===== config.mk =====
export PLATFORM = sky130hd
export DESIGN_NAME = ipv4_fwd_gate
export DESIGN_NICKNAME = d
export VERILOG_FILES = /design/src/rtl/ipfp_pkg.sv /design/src/rtl/ipfp_hdr_check.sv /design/src/rtl/ipfp_local_filter.sv /design/src/rtl/ipfp_ttl_rewrite.sv /design/src/rtl/ipv4_fwd_gate.sv
export SDC_FILE = /design/constraint.sdc
export NUM_CORES = 1
export LEC_CHECK = 0
export BUFFER_PORTS_ARGS = -buffer_cell sky130_fd_sc_hd__buf_2
export CAP_MARGIN = 40
export CORE_ASPECT_RATIO = 0.6
export CORE_UTILIZATION = 40
export CTS_CLUSTER_SIZE = 20
export DETAILED_ROUTE_END_ITERATION = 8
export SYNTH_ARGS = -nofsm -noshare
export SYNTH_HDL_FRONTEND = slang
export SYNTH_HIERARCHICAL = 1
export SYNTH_SLANG_ARGS = --single-unit
export TNS_END_PERCENT = 5

===== constraint.sdc =====
create_clock -name clk -period 40 [get_ports clk]
set_clock_uncertainty 0.05 [all_clocks]
set_input_delay 8 -clock clk [delete_from_list [all_inputs] [get_ports clk]]
set_output_delay 8 -clock clk [all_outputs]
set_load 0.1 [all_outputs]

===== src/rtl/ipfp_pkg.sv =====
package ipfp_pkg;

  typedef enum logic [2:0] {
    RSN_OK       = 3'd0,
    RSN_NOT_IP4  = 3'd1,
    RSN_BAD_HDR  = 3'd2,
    RSN_BAD_CSUM = 3'd3,
    RSN_LOCAL    = 3'd4,
    RSN_TTL      = 3'd5,
    RSN_NO_ROUTE = 3'd6,
    RSN_NO_ARP   = 3'd7
  } reason_e;

  localparam int HDR_BYTES = 20;
  localparam int HDR_BITS  = 8 * HDR_BYTES;
  localparam int HDR_WORDS = HDR_BYTES / 2;
  localparam logic [15:0] ETYPE_IP4 = 16'h0800;

  // ones'-complement 16-bit add with end-around carry
  function automatic logic [15:0] oc_add(input logic [15:0] a, input logic [15:0] b);
    logic [16:0] s;
    s = {1'b0, a} + {1'b0, b};
    return s[15:0] + {15'd0, s[16]};
  endfunction

  function automatic logic [15:0] hdr_word(input logic [HDR_BITS-1:0] h, input int i);
    return h[HDR_BITS-1-16*i -: 16];
  endfunction

  function automatic logic [15:0] hdr_sum(input logic [HDR_BITS-1:0] h);
    logic [15:0] acc;
    acc = 16'd0;
    for (int i = 0; i < HDR_WORDS; i++) acc = oc_add(acc, hdr_word(h, i));
    return acc;
  endfunction

  // incremental update: HC' = ~(~HC + ~m + m')
  function automatic logic [15:0] csum_patch(input logic [15:0] hc,
                                             input logic [15:0] m_old,
                                             input logic [15:0] m_new);
    return ~oc_add(oc_add(~hc, ~m_old), m_new);
  endfunction

endpackage


===== src/rtl/ipfp_hdr_check.sv =====
module ipfp_hdr_check
  import ipfp_pkg::*;
(
  input  logic [HDR_BITS-1:0] hdr,
  output logic                ver_ok,
  output logic                sum_ok,
  output logic                ttl_live,
  output logic [31:0]         dst_addr,
  output logic [7:0]          ttl
);
  logic [7:0] b0;

  assign b0       = hdr[HDR_BITS-1 -: 8];
  assign ttl      = hdr[HDR_BITS-1-8*8 -: 8];
  assign dst_addr = hdr[HDR_BITS-1-8*16 -: 32];
  assign ver_ok   = (b0[7:4] == 4'd4) && (b0[3:0] == 4'd5);
  assign sum_ok   = (hdr_sum(hdr) == 16'hFFFF);
  assign ttl_live = (ttl > 8'd1);
endmodule


===== src/rtl/ipfp_local_filter.sv =====
module ipfp_local_filter #(
  parameter int NUM_LOCAL = 4,
  localparam int LW = (NUM_LOCAL > 1) ? $clog2(NUM_LOCAL) : 1
) (
  input  logic          clk,
  input  logic          rst_n,
  input  logic          wr_en,
  input  logic [LW-1:0] wr_idx,
  input  logic [31:0]   wr_addr,
  input  logic          wr_valid,
  input  logic [31:0]   probe,
  output logic          hit
);
  logic [NUM_LOCAL-1:0] match;

  for (genvar e = 0; e < NUM_LOCAL; e++) begin : g_ent
    logic [31:0] addr_q;
    logic        vld_q;
    always_ff @(posedge clk) begin
      if (!rst_n) begin
        addr_q <= 32'd0;
        vld_q  <= 1'b0;
      end else if (wr_en && (wr_idx == LW'(e))) begin
        addr_q <= wr_addr;
        vld_q  <= wr_valid;
      end
    end
    assign match[e] = vld_q && (addr_q == probe);
  end

  assign hit = |match;
endmodule


===== src/rtl/ipfp_ttl_rewrite.sv =====
module ipfp_ttl_rewrite
  import ipfp_pkg::*;
(
  input  logic [HDR_BITS-1:0] hdr,
  output logic [7:0]          new_ttl,
  output logic [15:0]         new_csum
);
  logic [7:0]  proto;
  logic [15:0] old_cs;

  assign proto    = hdr[HDR_BITS-1-8*9 -: 8];
  assign old_cs   = hdr[HDR_BITS-1-8*10 -: 16];
  assign new_ttl  = hdr[HDR_BITS-1-8*8 -: 8] - 8'd1;
  assign new_csum = csum_patch(old_cs, hdr_word(hdr, 4), {new_ttl, proto});
endmodule


===== src/rtl/ipv4_fwd_gate.sv =====
module ipv4_fwd_gate
  import ipfp_pkg::*;
#(
  parameter int NUM_PORTS      = 4,
  parameter int NUM_LOCAL      = 4,
  parameter bit DECLINE_TO_CPU = 1'b0,
  localparam int PW = (NUM_PORTS > 1) ? $clog2(NUM_PORTS) : 1,
  localparam int LW = (NUM_LOCAL > 1) ? $clog2(NUM_LOCAL) : 1,
  localparam int VW = 2 * NUM_PORTS
) (
  input  logic                clk,
  input  logic                rst_n,
  input  logic                in_valid,
  input  logic [15:0]         eth_type,
  input  logic [HDR_BITS-1:0] ip_hdr,
  input  logic                from_cpu,
  input  logic [PW-1:0]       in_port,
  input  logic                rt_hit,
  input  logic [PW-1:0]       rt_port,
  input  logic                arp_hit,
  input  logic                loc_we,
  input  logic [LW-1:0]       loc_idx,
  input  logic [31:0]         loc_addr,
  input  logic                loc_valid,
  output logic [7:0]          loc_depth,
  output logic                out_valid,
  output logic [VW-1:0]       out_ports,
  output logic [7:0]          out_ttl,
  output logic [15:0]         out_csum,
  output logic [2:0]          out_reason
);
  // named internal events, observed by the checker
  logic        ver_ok, sum_ok, ttl_live, is_local;
  logic [31:0] dst_addr;
  logic [7:0]  ttl_in, ttl_dec;
  logic [15:0] csum_in, csum_fix;
  logic        fwd_c;
  reason_e     rsn_c;
  logic [VW-1:0] mac_rt_vec, mac_in_vec, cpu_in_vec, decline_vec, ports_c;

  assign loc_depth = 8'(NUM_LOCAL);
  assign csum_in   = ip_hdr[HDR_BITS-1-8*10 -: 16];

  ipfp_hdr_check u_chk_hdr (
    .hdr      (ip_hdr),
    .ver_ok   (ver_ok),
    .sum_ok   (sum_ok),
    .ttl_live (ttl_live),
    .dst_addr (dst_addr),
    .ttl      (ttl_in)
  );

  ipfp_local_filter #(.NUM_LOCAL(NUM_LOCAL)) u_local (
    .clk      (clk),
    .rst_n    (rst_n),
    .wr_en    (loc_we),
    .wr_idx   (loc_idx),
    .wr_addr  (loc_addr),
    .wr_valid (loc_valid),
    .probe    (dst_addr),
    .hit      (is_local)
  );

  ipfp_ttl_rewrite u_rewrite (
    .hdr      (ip_hdr),
    .new_ttl  (ttl_dec),
    .new_csum (csum_fix)
  );

  // port vectors: bit 2i = MAC port i, bit 2i+1 = CPU queue i
  for (genvar p = 0; p < NUM_PORTS; p++) begin : g_vec
    assign mac_rt_vec[2*p]   = (rt_port == PW'(p));
    assign mac_rt_vec[2*p+1] = 1'b0;
    assign mac_in_vec[2*p]   = (in_port == PW'(p));
    assign mac_in_vec[2*p+1] = 1'b0;
    assign cpu_in_vec[2*p]   = 1'b0;
    assign cpu_in_vec[2*p+1] = (in_port == PW'(p));
  end

  if (DECLINE_TO_CPU) begin : g_decl_cpu
    assign decline_vec = cpu_in_vec;
  end else begin : g_decl_drop
    assign decline_vec = '0;
  end

  always_comb begin
    if (from_cpu)                    rsn_c = RSN_OK;
    else if (eth_type != ETYPE_IP4)  rsn_c = RSN_NOT_IP4;
    else if (!ver_ok)                rsn_c = RSN_BAD_HDR;
    else if (!sum_ok)                rsn_c = RSN_BAD_CSUM;
    else if (is_local)               rsn_c = RSN_LOCAL;
    else if (!ttl_live)              rsn_c = RSN_TTL;
    else if (!rt_hit)                rsn_c = RSN_NO_ROUTE;
    else if (!arp_hit)               rsn_c = RSN_NO_ARP;
    else                             rsn_c = RSN_OK;
  end

  assign fwd_c   = !from_cpu && (rsn_c == RSN_OK);
  assign ports_c = from_cpu ? mac_in_vec : (fwd_c ? mac_rt_vec : decline_vec);

  always_ff @(posedge clk) begin
    if (!rst_n) begin
      out_valid  <= 1'b0;
      out_ports  <= '0;
      out_ttl    <= 8'd0;
      out_csum   <= 16'd0;
      out_reason <= 3'd0;
    end else begin
      out_valid <= in_valid;
      if (in_valid) begin
        out_ports  <= ports_c;
        out_ttl    <= fwd_c ? ttl_dec  : ttl_in;
        out_csum   <= fwd_c ? csum_fix : csum_in;
        out_reason <= rsn_c;
      end
    end
  end
endmodule


==> results.tsv, run 1 <==
metric	value	unit
Min-Delay Path Class	flip-flop to flip-flop	
fmax	27.19	MHz
routability congestion estimate	0.9641	
largest net degree at the start of global routing	99	
total grt overflow	0	
Inserted Clock Buffers	17	
share of flip-flops with an asynchronous set or reset	0	
FF-to-FF End	out_ports[0]	
First-pass DRT Iterations	5	
CTS Buffer Depth	2	
minimum clock period	36.78	ns
CP startpoint kind	input port	
max incr delay on CP	0.65	ns
die area	49190	sq um
# hold bufs at CTS	0	
mapped cell area	19310	sq um
CP max stage cell	or4_1	
most common cell after layout, fill and taps aside	nand2_1	
CP max FO	19	
area post-placement	20840	sq um
sequential area share after synthesis	0.1700	
Avg Cell Area, Syn	7.681	sq um
port bufs	253	
placed insts	3292	
Initial DRC Count	1737	
CORE AREA	46940	sq um
final wirelength	66.24	mm
Area growth, synth to finish	11.20	%
Crit path buffers/inverters	3	
Initial Util	0.4114	
final worst setup slack	3.220	ns
CP Data Arrival Time	37.11	ns
status	finished clean	
Routed Antenna Nets	0	
CP most frequent cell	ha_1	
delay-heaviest family, CP	compound AO/OA/AOI/OAI gates	
commonest cells after routing, fill and taps aside	nand2_1, buf_2, xor2_1	
reg2reg path depth	11	
R2R Path Start	u_local/g_ent[3].addr_q[23]	
DRC	0	
worst slew pin tran	0.9314	ns
max cap viols	0	
Worst-Skew Late Latency	0.46	ns
postcts setup bufs	0	
first-pass GRT wire length	98.53	mm
Setup TNS Final	0	ns
Final Hold Viols	0	
die width	285.7	um
Reg clk slew, reported paths	0.08	ns
CTS sink cnt	164	
Seq cells post-synth	164	
WL per Instance	19.89	um
hold path depth	2	
period utilization	0.9195	
Mapped Cells	2514	
gr usage total	0.2610	
# IOs	266	
DP HPWL	54.10	mm
hold path start	u_local/g_ent[0].addr_q[18]	
endpoints failing setup	0	
WP data required	40.33	ns
initial antenna violation count	13	
Rel. slew slack	0.3733	
# nets final	3116	
Root Driver	clkbuf_16	
Post-synth EDFFs	0	
dpl ws	3.235	ns
crit path kind	input port to flip-flop	
Filler cells	4655	
# rows	61	
layout cells sized above 1	0.1333	
H-tree depth	4	
Worst Setup End Kind	flip-flop	
Resized cells post-CTS	0	
Worst Hold End	u_local/g_ent[0].addr_q[18]	
flop2flop setup slack	36.13	ns
post-route insts no fill	3331	
vias per cell	5.625	
final instance area	21470	sq um
Yosys warnings	6	
vias	18740	
Most used DFF post-synth	dfxtp_1	
Die Y-Extent	172.2	um
Final Slew Violations	0	
RSZ-0062 raised after global routing	no	
CTS tree	yes	
vias in the first global route	16840	
Synth cell types	103	
-- worst max-delay path by stage --
stage / startpoint / endpoint / slack [ns] / cells after the start
after global placement: ip_hdr[128] / out_ports[0] / 3.99 / 134
after detailed placement: ip_hdr[128] / out_ports[0] / 3.23 / 131
final: ip_hdr[128] / out_ports[0] / 3.22 / 131
after global routing: ip_hdr[128] / out_ports[0] / 0.72 / 138
after floorplan: ip_hdr[128] / out_ports[0] / 7.04 / 130
after CTS: ip_hdr[128] / out_ports[0] / 3.57 / 136
-- registers in the layout (all words and copies together), names as in the netlist --
name	count
u_local/g_ent.addr_q	128
out_reason	3
out_csum	16
out_valid	1
out_ttl	8
out_ports	4
u_local/g_ent.vld_q	4
-- worst min-delay path, delay by kind of cell (launching register included) --
| kind | cells | cell delay (ns) |
|---|---|---|
| AOI/OAI and AO/OA | 1 | 0.05 |
| DFF | 1 | 0.32 |
| and+or+nand+nor | 1 | 0.05 |
-- logic make-up after synthesis --
| logic type | count (synthesis) | synth area share |
|---|---|---|
| simple gates | 913 | 0.2314 |
| compound gates | 605 | 0.2163 |
| xor+xnor | 393 | 0.1814 |
| buf+inv | 219 | 0.05540 |
| fa+ha+maj | 213 | 0.1423 |
| flops | 164 | 0.1700 |
| mux | 5 | 0.002851 |
| other cells | 2 | 0.0003889 |
-- layer usage --
metal / up-vias / wire length [um] / global-route usage
met5: - / 46 / 0
met3: 48 / 6576 / 0.07691
met4: 8 / 530 / 0.04673
li1: 9206 / - / -
met2: 660 / 26210 / 0.3570
met1: 8815 / 32880 / 0.3953
-- stage by stage --
step	hold slack [ns]	util
4_1_cts	0.4217	0.4571
2_1_floorplan	0.3937	-
5_1_grt	0.4426	0.4574
6_report	0.4224	0.4575
3_5_place_dp	0.4128	0.4440
3_3_place_gp	0.4029	0.4420
-- synthesized netlist by cell type, types with 14 or more instances --
cell type	count	area share
o21ai_0	95	0.025
a21boi_0	134	0.052
xor2_1	221	0.10
nand4_1	25	0.0081
nand3_1	78	0.020
o21bai_1	19	0.0074
xnor2_1	168	0.076
a21oi_1	104	0.027
and2_1	16	0.0052
nand3b_1	16	0.0062
buf_4	52	0.020
dfxtp_1	164	0.17
nand2_1	405	0.079
ha_1	202	0.13
nor2b_1	26	0.0084
clkbuf_1	46	0.0089
o21a_1	18	0.0070
a211oi_1	17	0.0066
a21o_1	54	0.021
and3_1	31	0.010
o211ai_1	14	0.0054
nor3_1	60	0.016
inv_1	94	0.018
or3_1	15	0.0049
buf_2	24	0.0062
nand2b_1	17	0.0055
a31oi_1	37	0.012
nor4_1	46	0.015
nor2_1	114	0.022
-- cell type report --
| class | count | area (sq um) | area share |
|---|---|---|---|
| Timing Repair Buffer | 263 | 1398 | 0.06509 |
| Sequential cell | 164 | 3283 | 0.1529 |
| Inverter | 94 | 352.8 | 0.01643 |
| Multi-Input combinational cell | 2141 | 15020 | 0.6993 |
| Antenna cell | 7 | 17.52 | 0.0008158 |
| Clock buffer | 19 | 452.9 | 0.02109 |
| Tap cell | 630 | 788.3 | 0.03671 |
| Clock inverter | 13 | 163.9 | 0.007633 |
Power of run 1 is left out: the tool's default activity adds up to more than one toggle a clock period on the data nets, which glitch-free logic cannot reach.
==> run 2: changes to the inputs <==
- PLACE_DENSITY: default -> 0.56
==> run 2 against run 1 <==
  * Via count down 0.21%
  * Register-to-register slack worse by 0.05 ns
  * Setup slack worse by 0.026 ns
  * Sequential share of layout area about the same
  * Cell area about the same
  * Highest routed layer unchanged
==> results.tsv, run 2 (synthesis gave the netlist of run 1 again) <==
metric	value	unit
dpl ws	3.077	ns
Final Hold Viols	0	
DRC	0	
max cap viols	0	
Largest Register	u_local/g_ent.addr_q	
Rel. slew slack	0.3445	
Filler cells	4728	
busiest grt layer	met1	
CP startpoint kind	input port	
endpoints failing setup	0	
CORE AREA	46940	sq um
Final Slew Violations	0	
Die Y-Extent	172.2	um
hold_ws	0.4194	ns
H-tree depth	4	
Min-Delay Path Class	flip-flop to flip-flop	
most common cell after layout, fill and taps aside	nand2_1	
Worst Setup End Kind	flip-flop	
area of the multi-input gates	15020	sq um
max incr delay on CP	0.80	ns
postcts setup bufs	0	
# IOs	266	
period utilization	0.9202	
die width	285.7	um
flop2flop setup slack	36.08	ns
WL per Instance	19.88	um
reg2reg path depth	10	
worst slew pin tran	0.9743	ns
Area growth, synth to finish	11.09	%
port bufs	253	
final instance area	21450	sq um
status	finished clean	
minimum clock period	36.81	ns
CP max stage cell	or4_1	
RSZ-0062 raised after global routing	no	
FF-to-FF End	out_ports[0]	
delay-heaviest family, CP	compound AO/OA/AOI/OAI gates	
Crit path buffers/inverters	2	
Setup TNS Final	0	ns
CTS sink cnt	164	
CP most frequent cell	ha_1	
first-pass GRT wire length	98.98	mm
crit path kind	input port to flip-flop	
Resized cells post-CTS	0	
CTS tree	yes	
area post-placement	20840	sq um
fmax	27.17	MHz
# nets final	3116	
DP HPWL	53.91	mm
layout cells sized above 1	0.1329	
M3 GR Usage	0.06464	
# rows	61	
vias	18700	
die area	49190	sq um
R2R Path Start	u_local/g_ent[3].addr_q[10]	
routability congestion estimate	0.9363	
max FFs per register	128	
hold path start	u_local/g_ent[1].vld_q	
Worst-Skew Late Latency	0.45	ns
met2 GRT Util	0.3511	
Root Driver	clkbuf_16	
Inserted Clock Buffers	17	
gr usage total	0.2623	
vias in the first global route	16800	
hold path depth	2	
Routed Antenna Nets	0	
largest net degree at the start of global routing	87	
vias per cell	5.616	
Initial Util	0.4114	
initial antenna violation count	10	
CP Data Arrival Time	37.14	ns
CTS Buffer Depth	2	
met1 Track Usage GR	0.4065	
Worst Hold End	u_local/g_ent[1].vld_q	
WP data required	40.33	ns
total grt overflow	0	
Top Registers	u_local/g_ent.addr_q: 128 flops, out_csum: 16 flops, out_ttl: 8 flops	
CP max FO	12	
commonest cells after routing, fill and taps aside	nand2_1, buf_2, xor2_1	
# hold bufs at CTS	0	
Initial DRC Count	1698	
final worst setup slack	3.194	ns
final wirelength	66.18	mm
sequential cell area	3283	sq um
Reg clk slew, reported paths	0.08	ns
First-pass DRT Iterations	6	
-- run 2: changes by cell type in the layout (fill, tap and decap cells not counted), sizes merged --
cell    delta
clkinv     -2
inv        +2
clkbuf     -1
diode      -1
-- run 2: tightest hold or removal path, delay by kind of cell, from the launching register on --
| family | cells | cell delay [ns] |
|---|---|---|
| AO/OA/AOI/OAI | 1 | 0.06 |
| flip-flops | 1 | 0.31 |
| AND/OR/NAND/NOR | 1 | 0.05 |
-- run 2: layout make-up --
class	count	area share
inverters	94	0.01645
well taps	630	0.03675
flip-flops and latches	164	0.1530
multi-input cells	2141	0.7000
diodes	6	0.0006999
clock buffers	18	0.02047
repair buffers	263	0.06515
clock inverters	13	0.007407
-- run 2: stage by stage --
stage	util	instances
3_3_place_gp	0.4419	3286
5_1_grt	0.4570	3328
3_5_place_dp	0.4440	3292
4_1_cts	0.4567	3323
2_1_floorplan	-	2524
6_report	0.4570	3329
-- run 2: worst max path at each step --
stage / slack (ns) / endpoint / startpoint / cells past startpoint
5_1_grt: 0.62 / out_ports[0] / ip_hdr[128] / 135
3_5_place_dp: 3.08 / out_ports[0] / ip_hdr[128] / 130
6_report: 3.19 / out_ports[0] / ip_hdr[128] / 130
4_1_cts: 3.42 / out_ports[0] / ip_hdr[128] / 130
2_1_floorplan: 7.04 / out_ports[0] / ip_hdr[128] / 130
3_3_place_gp: 3.81 / out_ports[0] / ip_hdr[128] / 130
-- run 2: routing by layer --
metal,wire length [um],part of all wire
met4,951,0.014
met5,27,0.00041
met3,6071,0.092
met1,33790,0.51
met2,25340,0.38
Power of run 2 is left out for the same reason.
